**src/rtl/tsc_pkg.sv**
```systemverilog
package tsc_pkg;

    localparam int N_CH       = 5;
    localparam int CNT_W      = 16;
    localparam int BUS_AW     = 8;
    localparam int BUS_DW     = 8;
    localparam int CNT_BYTES  = CNT_W / 8;
    localparam int IOC_W      = 3;

    localparam logic [BUS_AW-1:0] START_ADDR = 8'h00;
    localparam logic [3:0]        SEL_MODE   = 4'h0;
    localparam logic [3:0]        SEL_IOC    = 4'h1;
    localparam int                SEL_CMP0   = 2;
    localparam int                SEL_CNT0   = SEL_CMP0 + CNT_BYTES;

    typedef enum logic [1:0] {
        ACT_KEEP   = 2'b00,
        ACT_LOW    = 2'b01,
        ACT_HIGH   = 2'b10,
        ACT_INVERT = 2'b11
    } cmp_act_e;

    typedef struct packed {
        logic     init_lvl;
        cmp_act_e act;
    } io_cfg_t;

    typedef struct packed {
        logic                  mode_we;
        logic                  ioc_we;
        logic [CNT_BYTES-1:0]  cmp_we;
        logic [CNT_BYTES-1:0]  cnt_we;
        logic [BUS_DW-1:0]     data;
    } chan_wr_t;

    typedef struct packed {
        logic              oe;
        io_cfg_t           ioc;
        logic [CNT_W-1:0]  cmp;
        logic [CNT_W-1:0]  cnt;
    } chan_rd_t;

    // bit of the start register that runs channel ch
    function automatic int start_bit(input int ch);
        return (ch < 3) ? ch : ch + 3;
    endfunction

    function automatic logic [BUS_DW-1:0] start_mask();
        logic [BUS_DW-1:0] m;
        m = '0;
        for (int ch = 0; ch < N_CH; ch++) begin
            m[start_bit(ch)] = 1'b1;
        end
        return m;
    endfunction

    function automatic logic next_level(input cmp_act_e act, input logic cur);
        case (act)
            ACT_LOW:    return 1'b0;
            ACT_HIGH:   return 1'b1;
            ACT_INVERT: return ~cur;
            default:    return cur;
        endcase
    endfunction

endpackage

```
**src/rtl/tsc_regfile.sv**
```systemverilog
module tsc_regfile
    import tsc_pkg::*;
#(
    parameter int NCH = N_CH
) (
    input  logic                    clk,
    input  logic                    rst,
    input  logic                    bus_we,
    input  logic                    bus_re,
    input  logic [BUS_AW-1:0]       bus_addr,
    input  logic [BUS_DW-1:0]       bus_wdata,
    output logic [BUS_DW-1:0]       bus_rdata,
    input  chan_rd_t [NCH-1:0]      ch_rd,
    output chan_wr_t [NCH-1:0]      ch_wr,
    output logic [NCH-1:0]          ch_run
);

    localparam logic [BUS_DW-1:0] VALID = start_mask();

    logic [BUS_DW-1:0] start_q;
    logic              start_we;
    logic [3:0]        sel;

    assign start_we = bus_we && (bus_addr == START_ADDR);
    assign sel      = bus_addr[3:0];

    always_ff @(posedge clk) begin
        if (rst) begin
            start_q <= '0;
        end else if (start_we) begin
            start_q <= bus_wdata & VALID;
        end
    end

    // a start write acts on its own edge
    for (genvar c = 0; c < NCH; c++) begin : g_run
        localparam int SB = start_bit(c);
        assign ch_run[c] = start_we ? bus_wdata[SB] : start_q[SB];
    end

    always_comb begin
        for (int c = 0; c < NCH; c++) begin
            logic hit;
            hit = bus_we && (bus_addr[7:4] == 4'(c + 1));
            ch_wr[c].mode_we = hit && (sel == SEL_MODE);
            ch_wr[c].ioc_we  = hit && (sel == SEL_IOC);
            for (int b = 0; b < CNT_BYTES; b++) begin
                ch_wr[c].cmp_we[b] = hit && (sel == 4'(SEL_CMP0 + b));
                ch_wr[c].cnt_we[b] = hit && (sel == 4'(SEL_CNT0 + b));
            end
            ch_wr[c].data = bus_wdata;
        end
    end

    always_comb begin
        bus_rdata = '0;
        if (bus_re) begin
            if (bus_addr == START_ADDR) begin
                bus_rdata = start_q;
            end else begin
                for (int c = 0; c < NCH; c++) begin
                    if (bus_addr[7:4] == 4'(c + 1)) begin
                        if (sel == SEL_MODE) bus_rdata = {{(BUS_DW-1){1'b0}}, ch_rd[c].oe};
                        if (sel == SEL_IOC)  bus_rdata = {{(BUS_DW-IOC_W){1'b0}}, ch_rd[c].ioc};
                        for (int b = 0; b < CNT_BYTES; b++) begin
                            if (sel == 4'(SEL_CMP0 + b)) bus_rdata = ch_rd[c].cmp[8*b +: 8];
                            if (sel == 4'(SEL_CNT0 + b)) bus_rdata = ch_rd[c].cnt[8*b +: 8];
                        end
                    end
                end
            end
        end
    end

    AST_RSVD_ZERO: assert property (@(posedge clk) disable iff (rst)
        (bus_re && bus_addr == START_ADDR) |-> ((bus_rdata & ~VALID) == '0));

    AST_START_HOLD: assert property (@(posedge clk) disable iff (rst)
        !start_we |=> $stable(start_q));

endmodule

```
**src/rtl/tsc_counter.sv**
```systemverilog
module tsc_counter
    import tsc_pkg::*;
#(
    parameter int W  = CNT_W,
    parameter int NB = W / 8
) (
    input  logic            clk,
    input  logic            rst,
    input  logic            run,
    input  logic [NB-1:0]   load_we,
    input  logic [7:0]      load_data,
    input  logic [W-1:0]    cmp,
    output logic [W-1:0]    cnt,
    output logic            match
);

    logic [W-1:0] cnt_nxt;

    assign match = run && (cnt == cmp);

    always_comb begin
        cnt_nxt = cnt;
        if (|load_we) begin
            for (int b = 0; b < NB; b++) begin
                if (load_we[b]) cnt_nxt[8*b +: 8] = load_data;
            end
        end else if (run) begin
            cnt_nxt = cnt + 1'b1;
        end
    end

    always_ff @(posedge clk) begin
        if (rst) cnt <= '0;
        else     cnt <= cnt_nxt;
    end

    AST_CNT_FROZEN: assert property (@(posedge clk) disable iff (rst)
        (!run && load_we == '0) |=> $stable(cnt));

    AST_CNT_STEP: assert property (@(posedge clk) disable iff (rst)
        (run && load_we == '0) |=> (cnt == W'($past(cnt) + 1'b1)));

endmodule

```
**src/rtl/tsc_pin_out.sv**
```systemverilog
module tsc_pin_out
    import tsc_pkg::*;
(
    input  logic              clk,
    input  logic              rst,
    input  logic              run,
    input  logic              mode_we,
    input  logic              ioc_we,
    input  logic [IOC_W-1:0]  wdata,
    input  logic              match,
    output logic              oe,
    output io_cfg_t           ioc,
    output logic              pin
);

    logic level;

    always_ff @(posedge clk) begin
        if (rst) begin
            oe    <= 1'b0;
            ioc   <= '0;
            level <= 1'b0;
        end else begin
            if (mode_we && !run) oe <= wdata[0];
            if (ioc_we) ioc <= io_cfg_t'(wdata);
            if (ioc_we && !run) begin
                level <= wdata[2];
            end else if (match) begin
                level <= next_level(ioc.act, level);
            end
        end
    end

    assign pin = oe & level;

    AST_STOP_HOLD: assert property (@(posedge clk) disable iff (rst)
        (!run && !ioc_we) |=> $stable(level));

    AST_INIT_LOAD: assert property (@(posedge clk) disable iff (rst)
        (ioc_we && !run) |=> (level == $past(wdata[2])));

    AST_RUN_IOC_NOPIN: assert property (@(posedge clk) disable iff (rst)
        (ioc_we && run && !match) |=> $stable(level));

    AST_MODE_LOCK: assert property (@(posedge clk) disable iff (rst)
        (mode_we && run) |=> $stable(oe));

endmodule

```
**src/rtl/tsc_channel.sv**
```systemverilog
module tsc_channel
    import tsc_pkg::*;
(
    input  logic      clk,
    input  logic      rst,
    input  logic      run,
    input  chan_wr_t  wr,
    output chan_rd_t  rd,
    output logic      pin
);

    logic [CNT_W-1:0] cmp_q;
    logic [CNT_W-1:0] cnt;
    logic             match;
    logic             oe;
    io_cfg_t          ioc;

    always_ff @(posedge clk) begin
        if (rst) begin
            cmp_q <= '0;
        end else begin
            for (int b = 0; b < CNT_BYTES; b++) begin
                if (wr.cmp_we[b]) cmp_q[8*b +: 8] <= wr.data;
            end
        end
    end

    tsc_counter #(.W(CNT_W)) i_counter (
        .clk       (clk),
        .rst       (rst),
        .run       (run),
        .load_we   (wr.cnt_we),
        .load_data (wr.data),
        .cmp       (cmp_q),
        .cnt       (cnt),
        .match     (match)
    );

    tsc_pin_out i_pin (
        .clk     (clk),
        .rst     (rst),
        .run     (run),
        .mode_we (wr.mode_we),
        .ioc_we  (wr.ioc_we),
        .wdata   (wr.data[IOC_W-1:0]),
        .match   (match),
        .oe      (oe),
        .ioc     (ioc),
        .pin     (pin)
    );

    assign rd.oe  = oe;
    assign rd.ioc = ioc;
    assign rd.cmp = cmp_q;
    assign rd.cnt = cnt;

endmodule

```
**src/rtl/tmr_start_ctrl.sv**
```systemverilog
module tmr_start_ctrl
    import tsc_pkg::*;
(
    input  logic               clk,
    input  logic               rst,
    input  logic               bus_we,
    input  logic               bus_re,
    input  logic [BUS_AW-1:0]  bus_addr,
    input  logic [BUS_DW-1:0]  bus_wdata,
    output logic [BUS_DW-1:0]  bus_rdata,
    output logic [N_CH-1:0]    cmp_pin
);

    chan_wr_t [N_CH-1:0] ch_wr;
    chan_rd_t [N_CH-1:0] ch_rd;
    logic     [N_CH-1:0] ch_run;

    tsc_regfile #(.NCH(N_CH)) i_regfile (
        .clk       (clk),
        .rst       (rst),
        .bus_we    (bus_we),
        .bus_re    (bus_re),
        .bus_addr  (bus_addr),
        .bus_wdata (bus_wdata),
        .bus_rdata (bus_rdata),
        .ch_rd     (ch_rd),
        .ch_wr     (ch_wr),
        .ch_run    (ch_run)
    );

    for (genvar c = 0; c < N_CH; c++) begin : g_ch
        tsc_channel i_channel (
            .clk (clk),
            .rst (rst),
            .run (ch_run[c]),
            .wr  (ch_wr[c]),
            .rd  (ch_rd[c]),
            .pin (cmp_pin[c])
        );
    end

endmodule

```
**config.mk**
```make
export PLATFORM = sky130hd
export DESIGN_NAME = tmr_start_ctrl
export DESIGN_NICKNAME = d
export VERILOG_FILES = /design/src/rtl/tsc_pkg.sv /design/src/rtl/tsc_regfile.sv /design/src/rtl/tsc_counter.sv /design/src/rtl/tsc_pin_out.sv /design/src/rtl/tsc_channel.sv /design/src/rtl/tmr_start_ctrl.sv
export SDC_FILE = /design/constraint.sdc
export NUM_CORES = 1
export LEC_CHECK = 0
export BUFFER_PORTS_ARGS = -buffer_cell sky130_fd_sc_hd__buf_2
export CELL_PAD_IN_SITES_DETAIL_PLACEMENT = 1
export CELL_PAD_IN_SITES_GLOBAL_PLACEMENT = 2
export CORE_ASPECT_RATIO = 1.4
export CORE_MARGIN = 2
export CORE_UTILIZATION = 38
export CTS_CLUSTER_DIAMETER = 80
export DETAILED_ROUTE_END_ITERATION = 8
export PLACE_DENSITY = 0.92
export SYNTH_ARGS = -nofsm -noshare
export SYNTH_HDL_FRONTEND = slang
export SYNTH_SLANG_ARGS = --single-unit
```
**constraint.sdc**
```tcl
create_clock -name clk -period 2.95 [get_ports clk]
set_clock_uncertainty 0.2 [all_clocks]
set_input_delay 0.4425 -clock clk [delete_from_list [all_inputs] [get_ports clk]]
set_output_delay 0.4425 -clock clk [all_outputs]
set_load 0.02 [all_outputs]
```
Word-level counts from Yosys, hierarchy flattened
Index checks and enable logic that the tools add are counted.
{"block": "word_totals", "register_bits": 190, "input_bits": 20, "out_inout_bits": 13, "elab_cells": 268}
{"block": "classes", "add_sub_neg": 5, "eq_ne": 40, "n_mux": 79, "bitwise": 10, "reduce_logical": 93}
{"operator": "$mux W8", "count": 47}
{"operator": "$mux W16", "count": 10}
{"operator": "$add A16 B1 Y16 const B", "count": 5}
{"operator": "$eq A16 B16 Y1", "count": 5}
{"operator": "$logic_and A1 B1 Y1", "count": 51}
{"operator": "$reduce_and A2 Y1", "count": 15}
{"operator": "$eq A2 B2 Y1 const B", "count": 10}
{"operator": "$ne A2 B2 Y1 const B", "count": 10}
{"operator": "$reduce_bool A2 Y1", "count": 10}
{"operator": "$reduce_bool A4 Y1", "count": 5}
{"operator": "$eq A4 B2 Y1 const B", "count": 4}
{"operator": "$eq A4 B3 Y1 const B", "count": 4}
{"operator": "$mux W1", "count": 16}
{"operator": "$pmux W1 S3", "count": 5}
{"operator": "$eq A2 B1 Y1 const B", "count": 5}
{"operator": "$reduce_or A2 Y1", "count": 5}
{"operator": "$eq A4 B1 Y1 const B", "count": 2}
{"operator": "$logic_not A8 Y1", "count": 1}
{"operator": "$and A1 B1 Y1", "count": 5}
{"operator": "$logic_not A1 Y1", "count": 5}
{"operator": "$not A1 Y1", "count": 5}
{"operator": "$logic_not A4 Y1", "count": 1}
{"operator": "$mux W3", "count": 1}

Longest topological paths before layout
Gate-level depths: netlist of run 1.
{"block": "logic_depth", "ltp_word": 40, "ltp_mapped": 10, "mapped_depth_nobuf": 7}

Modules after synthesis
From an unflattened synthesis of run 1, not the netlist that was laid out.
{"block": "unflattened", "hier_cells": 1574, "area_unflattened_um2": 12732.2}
{"mod": "tsc_counter (g_ch[0].i_channel.i_counter ...)", "n_inst": 4, "cells_each": 156, "area_per_inst_um2": 1196.1, "seq_area_each_um2": 320.3}
{"mod": "tsc_channel", "n_inst": 5, "cells_each": 53, "area_per_inst_um2": 586.8, "seq_area_each_um2": 320.3}
{"mod": "tsc_regfile", "n_inst": 1, "cells_each": 434, "area_per_inst_um2": 2781.4, "seq_area_each_um2": 100.1}
{"mod": "tsc_counter (g_ch[1].i_channel.i_counter)", "n_inst": 1, "cells_each": 151, "area_per_inst_um2": 1237.4, "seq_area_each_um2": 320.3}
{"mod": "tsc_pin_out", "n_inst": 5, "cells_each": 20, "area_per_inst_um2": 198.9, "seq_area_each_um2": 100.1}

Least setup slack after synthesis of run 1
No wires, ideal clock.
{"block": "synth_path", "kind": "input port to output port", "from": "in bus_addr[2]", "to": "out bus_rdata[5]", "arrival_time_ns": 2.785, "required_ns": 2.308, "slack_ns": -0.478, "stages": 8, "path_buffers": 2, "cell_sequence": "buf_2 buf_2 nor3b_2 a2bb2oi_1 a2bb2oi_1 o22ai_1 a211oi_1 a2111oi_0"}
{"block": "synth_between", "elab_chain_len": 38, "word_cells_on_any_way": 44, "cone_classes": "5 x eq/ne; 37 x mux; 2 x reduce/logical"}
{"item": "from (decl)", "line_no": "tmr_start_ctrl.sv:8", "text": "input logic [BUS_AW-1:0] bus_addr,"}
{"item": "$eq A4 B2 Y1", "line_no": "tsc_regfile.sv:66", "text": "if (sel == 4'(SEL_CMP0 + b)) bus_rdata = ch_rd[c].cmp[8*b +: 8];"}
{"item": "$mux W8", "line_no": "tsc_regfile.sv:66"}
{"item": "$mux W8", "line_no": "tsc_regfile.sv:67", "text": "if (sel == 4'(SEL_CNT0 + b)) bus_rdata = ch_rd[c].cnt[8*b +: 8];"}
{"item": "$mux W8", "line_no": "tsc_regfile.sv:66"}
{"item": "$mux W8", "line_no": "tsc_regfile.sv:67"}
{"item": "$mux W8", "line_no": "tsc_regfile.sv:62", "text": "if (bus_addr[7:4] == 4'(c + 1)) begin"}
{"item": "$mux W8", "line_no": "tsc_regfile.sv:58", "text": "if (bus_addr == START_ADDR) begin"}
{"item": "$mux W8", "line_no": "tsc_regfile.sv:57", "text": "if (bus_re) begin"}
{"item": "[... 22 more ...]"}
{"item": "$mux W8", "line_no": "tsc_regfile.sv:64", "text": "if (sel == SEL_IOC) bus_rdata = {{(BUS_DW-IOC_W){1'b0}}, ch_rd[c].ioc};"}
{"item": "$mux W8", "line_no": "tsc_regfile.sv:66"}
{"item": "$mux W8", "line_no": "tsc_regfile.sv:67"}
{"item": "$mux W8", "line_no": "tsc_regfile.sv:66"}
{"item": "$mux W8", "line_no": "tsc_regfile.sv:67"}
{"item": "$mux W8", "line_no": "tsc_regfile.sv:62"}
{"item": "$mux W8 *", "line_no": "tsc_regfile.sv:58"}
{"item": "$mux W8 *", "line_no": "tsc_regfile.sv:57"}
{"item": "to (decl)", "line_no": "tmr_start_ctrl.sv:10", "text": "output logic [BUS_DW-1:0] bus_rdata,"}
Every way passes the cells marked *; elsewhere a longest branch is shown, timed or not. The select of a mux whose other input is x is not followed.

Worst setup path after layout of run 1
{"block": "layout_path", "from": "in bus_addr[0]", "to": "out bus_rdata[0]"}
{"block": "layout_between", "elab_chain_len": 40, "word_cells_on_any_way": 46, "cone_classes": "5 x eq/ne; 39 x mux; 2 x reduce/logical"}
{"item": "$logic_not A4 Y1", "line_no": "tsc_regfile.sv:63", "text": "if (sel == SEL_MODE) bus_rdata = {{(BUS_DW-1){1'b0}}, ch_rd[c].oe};"}
{"item": "$mux W1", "line_no": "tsc_regfile.sv:63"}
{"item": "$mux W3", "line_no": "tsc_regfile.sv:64"}
{"item": "$mux W8", "line_no": "tsc_regfile.sv:66"}
{"item": "$mux W8", "line_no": "tsc_regfile.sv:67"}
{"item": "$mux W8", "line_no": "tsc_regfile.sv:66"}
{"item": "$mux W8", "line_no": "tsc_regfile.sv:67"}
{"item": "$mux W8", "line_no": "tsc_regfile.sv:62"}
{"item": "[... 24 more ...]"}
{"item": "$mux W8", "line_no": "tsc_regfile.sv:64"}
{"item": "$mux W8", "line_no": "tsc_regfile.sv:66"}
{"item": "$mux W8", "line_no": "tsc_regfile.sv:67"}
{"item": "$mux W8", "line_no": "tsc_regfile.sv:66"}
{"item": "$mux W8", "line_no": "tsc_regfile.sv:67"}
{"item": "$mux W8", "line_no": "tsc_regfile.sv:62"}
{"item": "$mux W8 *", "line_no": "tsc_regfile.sv:58"}
{"item": "$mux W8 *", "line_no": "tsc_regfile.sv:57"}
Marked as above.

==> results.py, run 1 <==
metrics = {
    "logic_synthesis": {
        "synth.net_count": 1734,
        "post-synth-top-count-cell": "nand2_1",
        "synth_common_cells": "nand2_1 (211), dfxtp_1 (190), a21oi_1 (167), nor2_1 (145), clkbuf_1 (114)",
        "synthTopCellsByArea": "dfxtp_1 (30%), a21oi_1 (6.6%), nand2_1 (6.2%), xnor2_1 (4.6%), nor2_1 (4.3%)",
        "synth_fa_ha_area_frac": 0.00493,
        "synth-seq-cells": 190,
        "synth_xor_area_frac": 0.0580,
        "synthCells": 1709,
        "synth.mux.area_fraction": 0.0379,
        "netlist.top_cell.by_area": "dfxtp_1",
        "synthSimpleGateAreaFrac": 0.270,
        "ys.warnings.count": 0,
        "synth.avg_cell_area_sq_um": 7.42,
        "netlist-cell-type-count": 97,
        "async_flop_share": 0,
        "synth_top_family_by_area": "simple AND/OR/NAND/NOR gates",
        "synth_compound_area_frac": 0.269,
        "seq_area_frac_synth": 0.300,
        "synth_ff_type": "dfxtp_1",
        "synth-edff-count": 0,
        "syn_area_sq_um": 12700,
        "yosysTopAreaCellShare": 0.300,
    },
    "route": {
        "final_antenna_net_count": 0,
        "drt-wirelength-per-cell_microns": 27.0,
        "drtIter0Drc": 1805,
        "drc_errors": 0,
        "vias_per_cell": 6.64,
        "drtPass1Iterations": 7,
        "vias": 15300,
        "routed_wl_mm": 62.4,
    },
    "grt": {
        "antenna_found_initial": 0,
        "grt_usage": 0.339,
        "first_global_vias": 15300,
        "grt_pass1_wl_mm": 89.7,
        "grt_max_degree": 62,
        "overflow": 0,
    },
    "worst_setup_path": {
        "crit_type": "in2out",
        "crit_path_start_kind": "primary input",
        "cp_slowest_cell": "nor2b_1",
        "required_ns": 2.31,
        "max_stage_delay_ns": 0.72,
        "end_kind": "primary output",
        "path_common_cell": "buf_4",
        "cp_max_fo": 7,
        "path_cells": "buf_6 -> clkbuf_16 -> nor2b_1 -> a22oi_1 -> o21a_1 -> o22ai_1 -> a221oi_2 -> o211ai_1 -> buf_4 -> buf_4",
        "crit_arrival_ns": 2.97,
    },
    "power": {
        "p_leak_nw": 5.75,
        "peakVddDrop_mv": 0.366,
        "power.density_nw_per_um2": 358,
    },
    "sta": {
        "max_freq_ghz": 0.277,
        "hold_viol_final": 0,
        "tightest_slew_ns": 0.897,
        "fin_ws_ns": -0.665,
        "timing.slew.headroom": 0.401,
        "final.min_clock_period_ns": 3.62,
        "min_period_over_period": 1.23,
        "grt_setup_unrepaired": "true",
        "final-setup-viol-count": 8,
        "slew_violations": 0,
    },
    "floorplan": {
        "rows": 79,
        "fp.dieH_microns": 220,
        "start_util": 0.383,
        "ios": 33,
        "die_area_sq_um": 34900,
        "core_sq_um": 33100,
        "die_width_microns": 158,
    },
    "final_layout": {
        "layout.cells.non_filler": 2309,
        "fillers": 4037,
        "nets": 1876,
        "drive_gt1_frac": 0.237,
        "area_delta_synth_final_pct": 26.6,
        "fin_area_sq_um": 16100,
        "antenna_cells": 0,
        "finish.utilization": 0.485,
    },
    "hold_path": {
        "min_path_type": "in2reg",
    },
    "placement": {
        "gp_congestion": 1.06,
        "placed_cells_incl_taps": 2250,
        "dpl_cell_area_sq_um": 14600,
        "portBuffers": 32,
        "dp_hpwl_mm": 42.3,
    },
    "clocking": {
        "insertion_delay_ns": 0.48,
        "path_clk_slew_ns": 0.07,
        "cts.path.max_buffers": 2,
        "cts_sinks": 190,
        "clockRootBuffer": "clkbuf_16",
        "cts_tree": "built",
        "numCtsBuffers": 17,
        "htree_levels": 4,
    },
    "run_status": {
        "status": "complete, but fails checks",
        "violations": "negative setup slack",
    },
    "run": {
        "max-cap-violations": 0,
    },
}
[placed cells by master, fill, tap and decap left out, types with 41 or more instances in the layout]
cell / synthesis / layout
mux2i_1: 42 / 41
o21ai_0: 97 / 88
nand2_1: 211 / 208
dfxtp_1: 190 / 184
nand3_1: 107 / 107
buf_4: 13 / 224
a21oi_1: 167 / 164
nor2_1: 145 / 135
nor3_1: 45 / 42
xnor2_1: 66 / 66
[where the power goes]
| group | switching (mW) | total (mW) | internal, mW |
|---|---|---|---|
| clock | 1.20 | 2.44 | 1.24 |
| sequential | 0.00541 | 2.57 | 2.56 |
| combinational | 0.475 | 0.735 | 0.260 |
| total | 1.68 | 5.75 | 4.07 |
[worst max-delay path, delay by kind of cell]
family          cells  cell delay [ns]
buf+inv             4             0.64
simple gates        1             0.72
compound gates      5             1.16
[stage by stage]
step,power [mW],hold slack (ns),TNS [ns],setup slack [ns]
floorplan,2.91,0.232,0,0.0258
global placement,3.19,0.254,-2.59,-0.401
finish,5.75,0.101,-2.35,-0.665
detailed placement,3.20,0.261,-5.51,-0.373
CTS,5.66,0.0769,-0.0760,-0.0689
global route,5.86,0.104,-2.31,-0.575
[kinds of logic (layout without fill, tap and decap cells)]
family / after synthesis / count (layout)
AO/OA/AOI/OAI: 513 / 513
multiplexers: 46 / 46
adder cells (fa/ha/maj): 5 / 5
flip-flops: 190 / 190
XOR/XNOR: 84 / 84
AND/OR/NAND/NOR: 691 / 691
buffers and inverters: 180 / 335
[layout make-up]
| cell class | count | area [sq um] | share of cell area |
|---|---|---|---|
| flip-flops and latches | 190 | 3810 | 0.237 |
| multi-input cells | 1339 | 8540 | 0.532 |
| clock inverters | 13 | 145 | 0.00904 |
| well taps | 445 | 557 | 0.0347 |
| inverters | 15 | 61.3 | 0.00382 |
| clock buffers | 19 | 453 | 0.0282 |
| repair buffers | 288 | 2490 | 0.155 |
[timing repair]
item	4_1_cts	5_1_grt
gates cloned	1	1
setup buffers	11	15
gates resized for setup	96	52
pin swaps	30	33
endpoints found under the setup margin	8	8
hold buffers	0	0
[flip-flops by register name, indices dropped and copies added (netlist names)]
register	cells
g_ch.i_channel.cmp_q	80
g_ch.i_channel.i_counter.cnt	80
g_ch.i_channel.i_pin.ioc	15
g_ch.i_channel.i_pin.level	5
g_ch.i_channel.i_pin.oe	5
i_regfile.start_q	5
[path summary, 6_finish.rpt]
path,start,to,slack [ns],cells after the start
min,bus_wdata[2],g_ch[4].i_channel.i_pin.ioc[2],0.10,3
max reg2reg,g_ch[3].i_channel.i_counter.cnt[1],g_ch[3].i_channel.i_counter.cnt[14],0.34,7
max,bus_addr[0],bus_rdata[0],-0.67,10
min reg2reg,g_ch[2].i_channel.i_pin.ioc[2],g_ch[2].i_channel.i_pin.ioc[2],0.27,2
[metal layers]
metal	GRT usage	vias up	wire, microns
met5	0	-	0
met3	0.0687	395	5570
met4	0.264	0	6050
met2	0.558	922	28600
li1	-	6537	-
met1	0.382	7479	22200
Note: power is estimated with default switching activity, not from simulation.
==> run 2: changes to the inputs <==
Settings changed: GPL_TIMING_DRIVEN set to 0.
==> results.py, run 2 (synthesis gave the netlist of run 1 again) <==
metrics = {
    "run_status": {
        "status": "complete, but fails checks",
        "violations": "negative setup slack",
    },
    "clocking": {
        "numCtsBuffers": 17,
        "ctsHoldBuffers": 0,
        "htree_levels": 4,
        "cts_sinks": 190,
        "cts_tree": "built",
        "cts.path.max_buffers": 2,
        "path_clk_slew_ns": 0.07,
        "insertion_delay_ns": 0.48,
        "clockRootBuffer": "clkbuf_16",
    },
    "worst_setup_path": {
        "end_kind": "primary output",
        "r2r_slack_ns": 0.16,
        "required_ns": 2.31,
        "rr_startpoint": "g_ch[1].i_channel.i_counter.cnt[1]",
        "crit_path_start_kind": "primary input",
        "crit_arrival_ns": 2.61,
        "crit_type": "in2out",
        "r2r_end": "g_ch[1].i_channel.i_counter.cnt[14]",
        "r2r_cells": 7,
        "cp_max_fo": 5,
    },
    "final_layout": {
        "top_regs": "g_ch.i_channel.cmp_q (80), g_ch.i_channel.i_counter.cnt (80), g_ch.i_channel.i_pin.ioc (15)",
        "fillers": 4083,
        "drive_gt1_frac": 0.173,
        "finish.utilization": 0.467,
        "nets": 1831,
        "area_delta_synth_final_pct": 22.0,
        "layout_commonest_cell": "nand2_1",
        "layout_common_cells": "nand2_1 (207), dfxtp_1 (186), a21oi_1 (161), nor2_1 (133), nand3_1 (107)",
    },
    "grt": {
        "first_global_vias": 15100,
        "grt_usage": 0.406,
        "antenna_found_initial": 1,
        "grt_max_degree": 17,
        "overflow": 0,
        "grt_pass1_wl_mm": 102,
    },
    "route": {
        "routed_wl_mm": 70.9,
        "drtPass1Iterations": 9,
        "drt-wirelength-per-cell_microns": 31.3,
        "final_antenna_net_count": 0,
        "vias_per_cell": 6.64,
        "drtIter0Drc": 1676,
        "vias": 15000,
        "drc_errors": 0,
    },
    "hold_path": {
        "worstHoldPathCells": 2,
        "hp-start": "g_ch[0].i_channel.i_pin.ioc[2]",
        "min_to": "g_ch[0].i_channel.i_pin.ioc[2]",
        "min_path_type": "reg2reg",
    },
    "placement": {
        "dp_hpwl_mm": 50.1,
        "portBuffers": 22,
        "gp_congestion": 1.06,
    },
    "sta": {
        "hold_viol_final": 0,
        "tightest_slew_ns": 1.47,
        "timing.slew.headroom": 0.0202,
        "slew_violations": 0,
        "final-setup-viol-count": 8,
        "max_freq_ghz": 0.308,
        "grt_setup_unrepaired": "true",
        "fin_ws_ns": -0.300,
        "min_period_over_period": 1.10,
        "final.min_clock_period_ns": 3.25,
    },
    "power": {
        "p_leak_nw": 5.27,
        "power.density_nw_per_um2": 381,
        "peakVddDrop_mv": 0.332,
        "power_mw": 5.90,
    },
    "floorplan": {
        "core_sq_um": 33100,
        "rows": 79,
        "fp.dieH_microns": 220,
        "die_area_sq_um": 34900,
        "start_util": 0.383,
        "ios": 33,
        "die_width_microns": 158,
    },
    "run": {
        "max-cap-violations": 0,
    },
}
## run 2: cell types whose count changed in the layout (fill, tap and decap cells not counted), sizes merged
| cell | delta |
|---|---|
| buf | -148 |
| clkbuf | +105 |
| inv | -4 |
| bufinv | +1 |
| clkinv | +1 |
| diode | +1 |
## run 2: how the worst max path moves through the flow
| stage | start | endpoint | slack (ns) |
|---|---|---|---|
| after CTS | bus_addr[4] | bus_rdata[6] | -0.24 |
| after global placement | bus_addr[0] | bus_rdata[2] | -1.54 |
| after detailed placement | bus_addr[0] | bus_rdata[7] | -1.48 |
| after global routing | bus_addr[1] | bus_rdata[3] | -0.27 |
| after floorplan | bus_addr[2] | bus_rdata[5] | 0.03 |
| final | bus_addr[1] | bus_rdata[3] | -0.30 |
## run 2: cell type report
cell class,count,area (sq um),area share
multi-input cells,1339,8620,0.557
flip-flops and latches,190,3810,0.246
plain buffers,157,1030,0.0664
repair buffers,86,806,0.0521
well taps,445,557,0.0360
clock buffers,21,470,0.0304
clock inverters,11,131,0.00849
inverters,15,57.6,0.00372
diodes,1,2.50,0.000162
## run 2: repair_timing
item / in CTS / in global routing
resized for setup: 217 / 46
buffers inserted: 44 / 18
cloned: 1 / 1
pin swaps: 34 / 27
setup endpoints to repair: 82 / 10
## run 2: metrics by stage
stage	area (sq um)	setup WS, ns	hold slack, ns	instances	TNS, ns
3_3_place_gp	13400	-1.54	0.245	2176	-83.57
3_5_place_dp	13400	-1.48	0.256	2176	-86.38
4_1_cts	15100	-0.242	0.266	2249	-1.07
2_1_floorplan	12700	0.0258	0.232	1709	0
6_report	15500	-0.300	0.271	2265	-1.52
5_1_grt	15500	-0.268	0.284	2264	-1.56
## run 2: layer usage
metal / global-route usage / wire length, microns / up-vias
met5: 0 / 27 / -
met3: 0.0944 / 5990 / 337
li1: - / - / 6446
met4: 0.332 / 6780 / 4
met2: 0.639 / 31900 / 848
met1: 0.468 / 26200 / 7407
## run 2: power by group
group | switching, mW | internal, mW
clock network | 1.20 | 1.33
registers | 0.00470 | 2.56
logic | 0.571 | 0.240
total | 1.77 | 4.13
## run 2: worst max-delay path, stage by stage
cell	delay (ns)
buf_12	0.11
buf_8	0.13
nor2b_4	0.13
buf_12	0.14
a22o_1	0.18
a222oi_1	0.59
o22ai_2	0.23
a211oi_2	0.39
a2111oi_2	0.08
buf_2	0.17
==> run 3: changes to the inputs <==
Settings changed: BUFFER_PORTS_ARGS -buffer_cell sky130_fd_sc_hd__buf_2 to -buffer_cell sky130_fd_sc_hd__clkbuf_2.
==> results.py, run 3 (synthesis gave the netlist of run 1 again) <==
metrics = {
    "power": {
        "p_leak_nw": 5.14,
        "power_mw": 5.95,
        "power.density_nw_per_um2": 390,
        "peakVddDrop_mv": 0.251,
    },
    "route": {
        "drc_errors": 0,
        "vias_per_cell": 6.64,
        "drtPass1Iterations": 5,
        "vias": 15000,
        "routed_wl_mm": 69.4,
        "drt-wirelength-per-cell_microns": 30.8,
        "final_antenna_net_count": 0,
        "drtIter0Drc": 1655,
    },
    "worst_setup_path": {
        "required_ns": 2.31,
        "crit_path_start_kind": "primary input",
        "cp_max_fo": 10,
        "crit_arrival_ns": 2.61,
        "crit_type": "in2out",
        "cp_slowest_cell": "a222oi_1",
        "max_stage_delay_ns": 0.73,
        "end_kind": "primary output",
        "path_cells": "clkbuf_2 -> buf_6 -> nand2b_4 -> nor2_4 -> buf_4 -> a222oi_1 -> o22ai_2 -> a211oi_2 -> a2111oi_2 -> clkbuf_4",
    },
    "floorplan": {
        "die_area_sq_um": 34900,
        "core_sq_um": 33100,
        "ios": 33,
        "fp.dieH_microns": 220,
        "rows": 79,
        "start_util": 0.383,
        "die_width_microns": 158,
    },
    "sta": {
        "max_freq_ghz": 0.308,
        "timing.slew.headroom": 0.0412,
        "final-setup-viol-count": 8,
        "hold_viol_final": 0,
        "final.min_clock_period_ns": 3.25,
        "fin_hold_ws_ns": 0.270,
        "min_period_over_period": 1.10,
        "tightest_slew_ns": 1.44,
        "fin_ws_ns": -0.300,
        "grt_setup_unrepaired": "true",
        "slew_violations": 0,
    },
    "clocking": {
        "insertion_delay_ns": 0.48,
        "cts.path.max_buffers": 2,
        "cts_tree": "built",
        "htree_levels": 4,
        "numCtsBuffers": 17,
        "ctsHoldBuffers": 0,
        "clockRootBuffer": "clkbuf_16",
        "cts_sinks": 190,
        "path_clk_slew_ns": 0.07,
    },
    "run_status": {
        "violations": "negative setup slack",
        "status": "complete, but fails checks",
    },
    "final_layout": {
        "nets": 1821,
        "layout_common_cells": "nand2_1 (207), dfxtp_1 (189), a21oi_1 (164), nor2_1 (134), nand3_1 (107)",
        "drive_gt1_frac": 0.160,
        "area_delta_synth_final_pct": 20.4,
        "layout_commonest_cell": "nand2_1",
        "antenna_cells": 0,
        "finish.utilization": 0.461,
        "top_regs": "g_ch.i_channel.cmp_q (80), g_ch.i_channel.i_counter.cnt (80), g_ch.i_channel.i_pin.ioc (15)",
        "fillers": 4061,
    },
    "placement": {
        "portBuffers": 22,
        "gp_congestion": 1.08,
        "dp_hpwl_mm": 49.6,
        "pre_cts_ws_ns": -1.43,
    },
    "grt": {
        "grt_usage": 0.401,
        "first_global_vias": 15200,
        "overflow": 0,
        "grt_max_degree": 17,
        "grt_pass1_wl_mm": 100,
        "antenna_found_initial": 1,
    },
    "run": {
        "max-cap-violations": 0,
    },
    "hold_path": {
        "min_path_type": "in2reg",
    },
}
run 3: cell count changes in the layout (fill, tap and decap cells not counted), sizes merged, moves of 2 or more:
cell / previous run / this run
bufinv: 2 / 4
clkbuf: 126 / 147
buf: 138 / 106
clkinvlp: 3 / 1
run 3: final timing paths:
check | start | to | slack [ns] | cells after the start
hold reg to reg | g_ch[2].i_channel.i_pin.ioc[2] | g_ch[2].i_channel.i_pin.ioc[2] | 0.27 | 2
setup reg to reg | g_ch[1].i_channel.i_counter.cnt[1] | g_ch[1].i_channel.i_counter.cnt[14] | 0.19 | 7
setup / recovery | bus_addr[1] | bus_rdata[3] | -0.30 | 10
hold / removal | bus_wdata[1] | g_ch[3].i_channel.i_counter.cnt[9] | 0.27 | 5
run 3: critical path: cells and delay by family:
kind | cells | cell delay (ns)
and+or+nand+nor | 2 | 0.23
AOI/OAI and AO/OA | 4 | 1.31
buffers and inverters | 4 | 0.61
run 3: routing by layer:
metal,vias up,track usage,share of wire
met1,7385,0.460,0.37
met4,0,0.344,0.10
met2,809,0.630,0.45
met3,352,0.0885,0.078
met5,-,0,0
li1,6416,-,-
run 3: layout make-up:
cell class,instances,area [sq um],area share
multi-input cells,1339,8590,0.563
clock inverters,9,159,0.0104
clock buffers,21,470,0.0308
flip-flops and latches,190,3800,0.249
inverters,15,57.6,0.00377
repair buffers,75,629,0.0412
well taps,445,557,0.0365
plain buffers,158,1000,0.0656
run 3: repair_timing:
action | 4_1_cts | 5_1_grt
gates resized for setup | 205 | 25
buffers inserted | 39 | 14
setup endpoints to repair | 79 | 18
endpoints found under the hold margin | 0 | 0
pin swaps | 36 | 22
run 3: report_power, final:
part	leakage [nW]	switching (mW)	total [mW]	internal [mW]
Combinational	3.30	0.548	0.756	0.208
Clock	0.306	1.14	2.63	1.48
Sequential	1.53	0.00471	2.57	2.57
run 3: per-stage QoR:
| stage | cell area [sq um] | instances | TNS, ns |
|---|---|---|---|
| after floorplan | 12700 | 1709 | 0 |
| after global placement | 13400 | 2176 | -79.80 |
| after detailed placement | 13400 | 2176 | -91.45 |
| after CTS | 15100 | 2241 | -1.42 |
| after global routing | 15300 | 2252 | -1.85 |
| final | 15300 | 2252 | -1.89 |
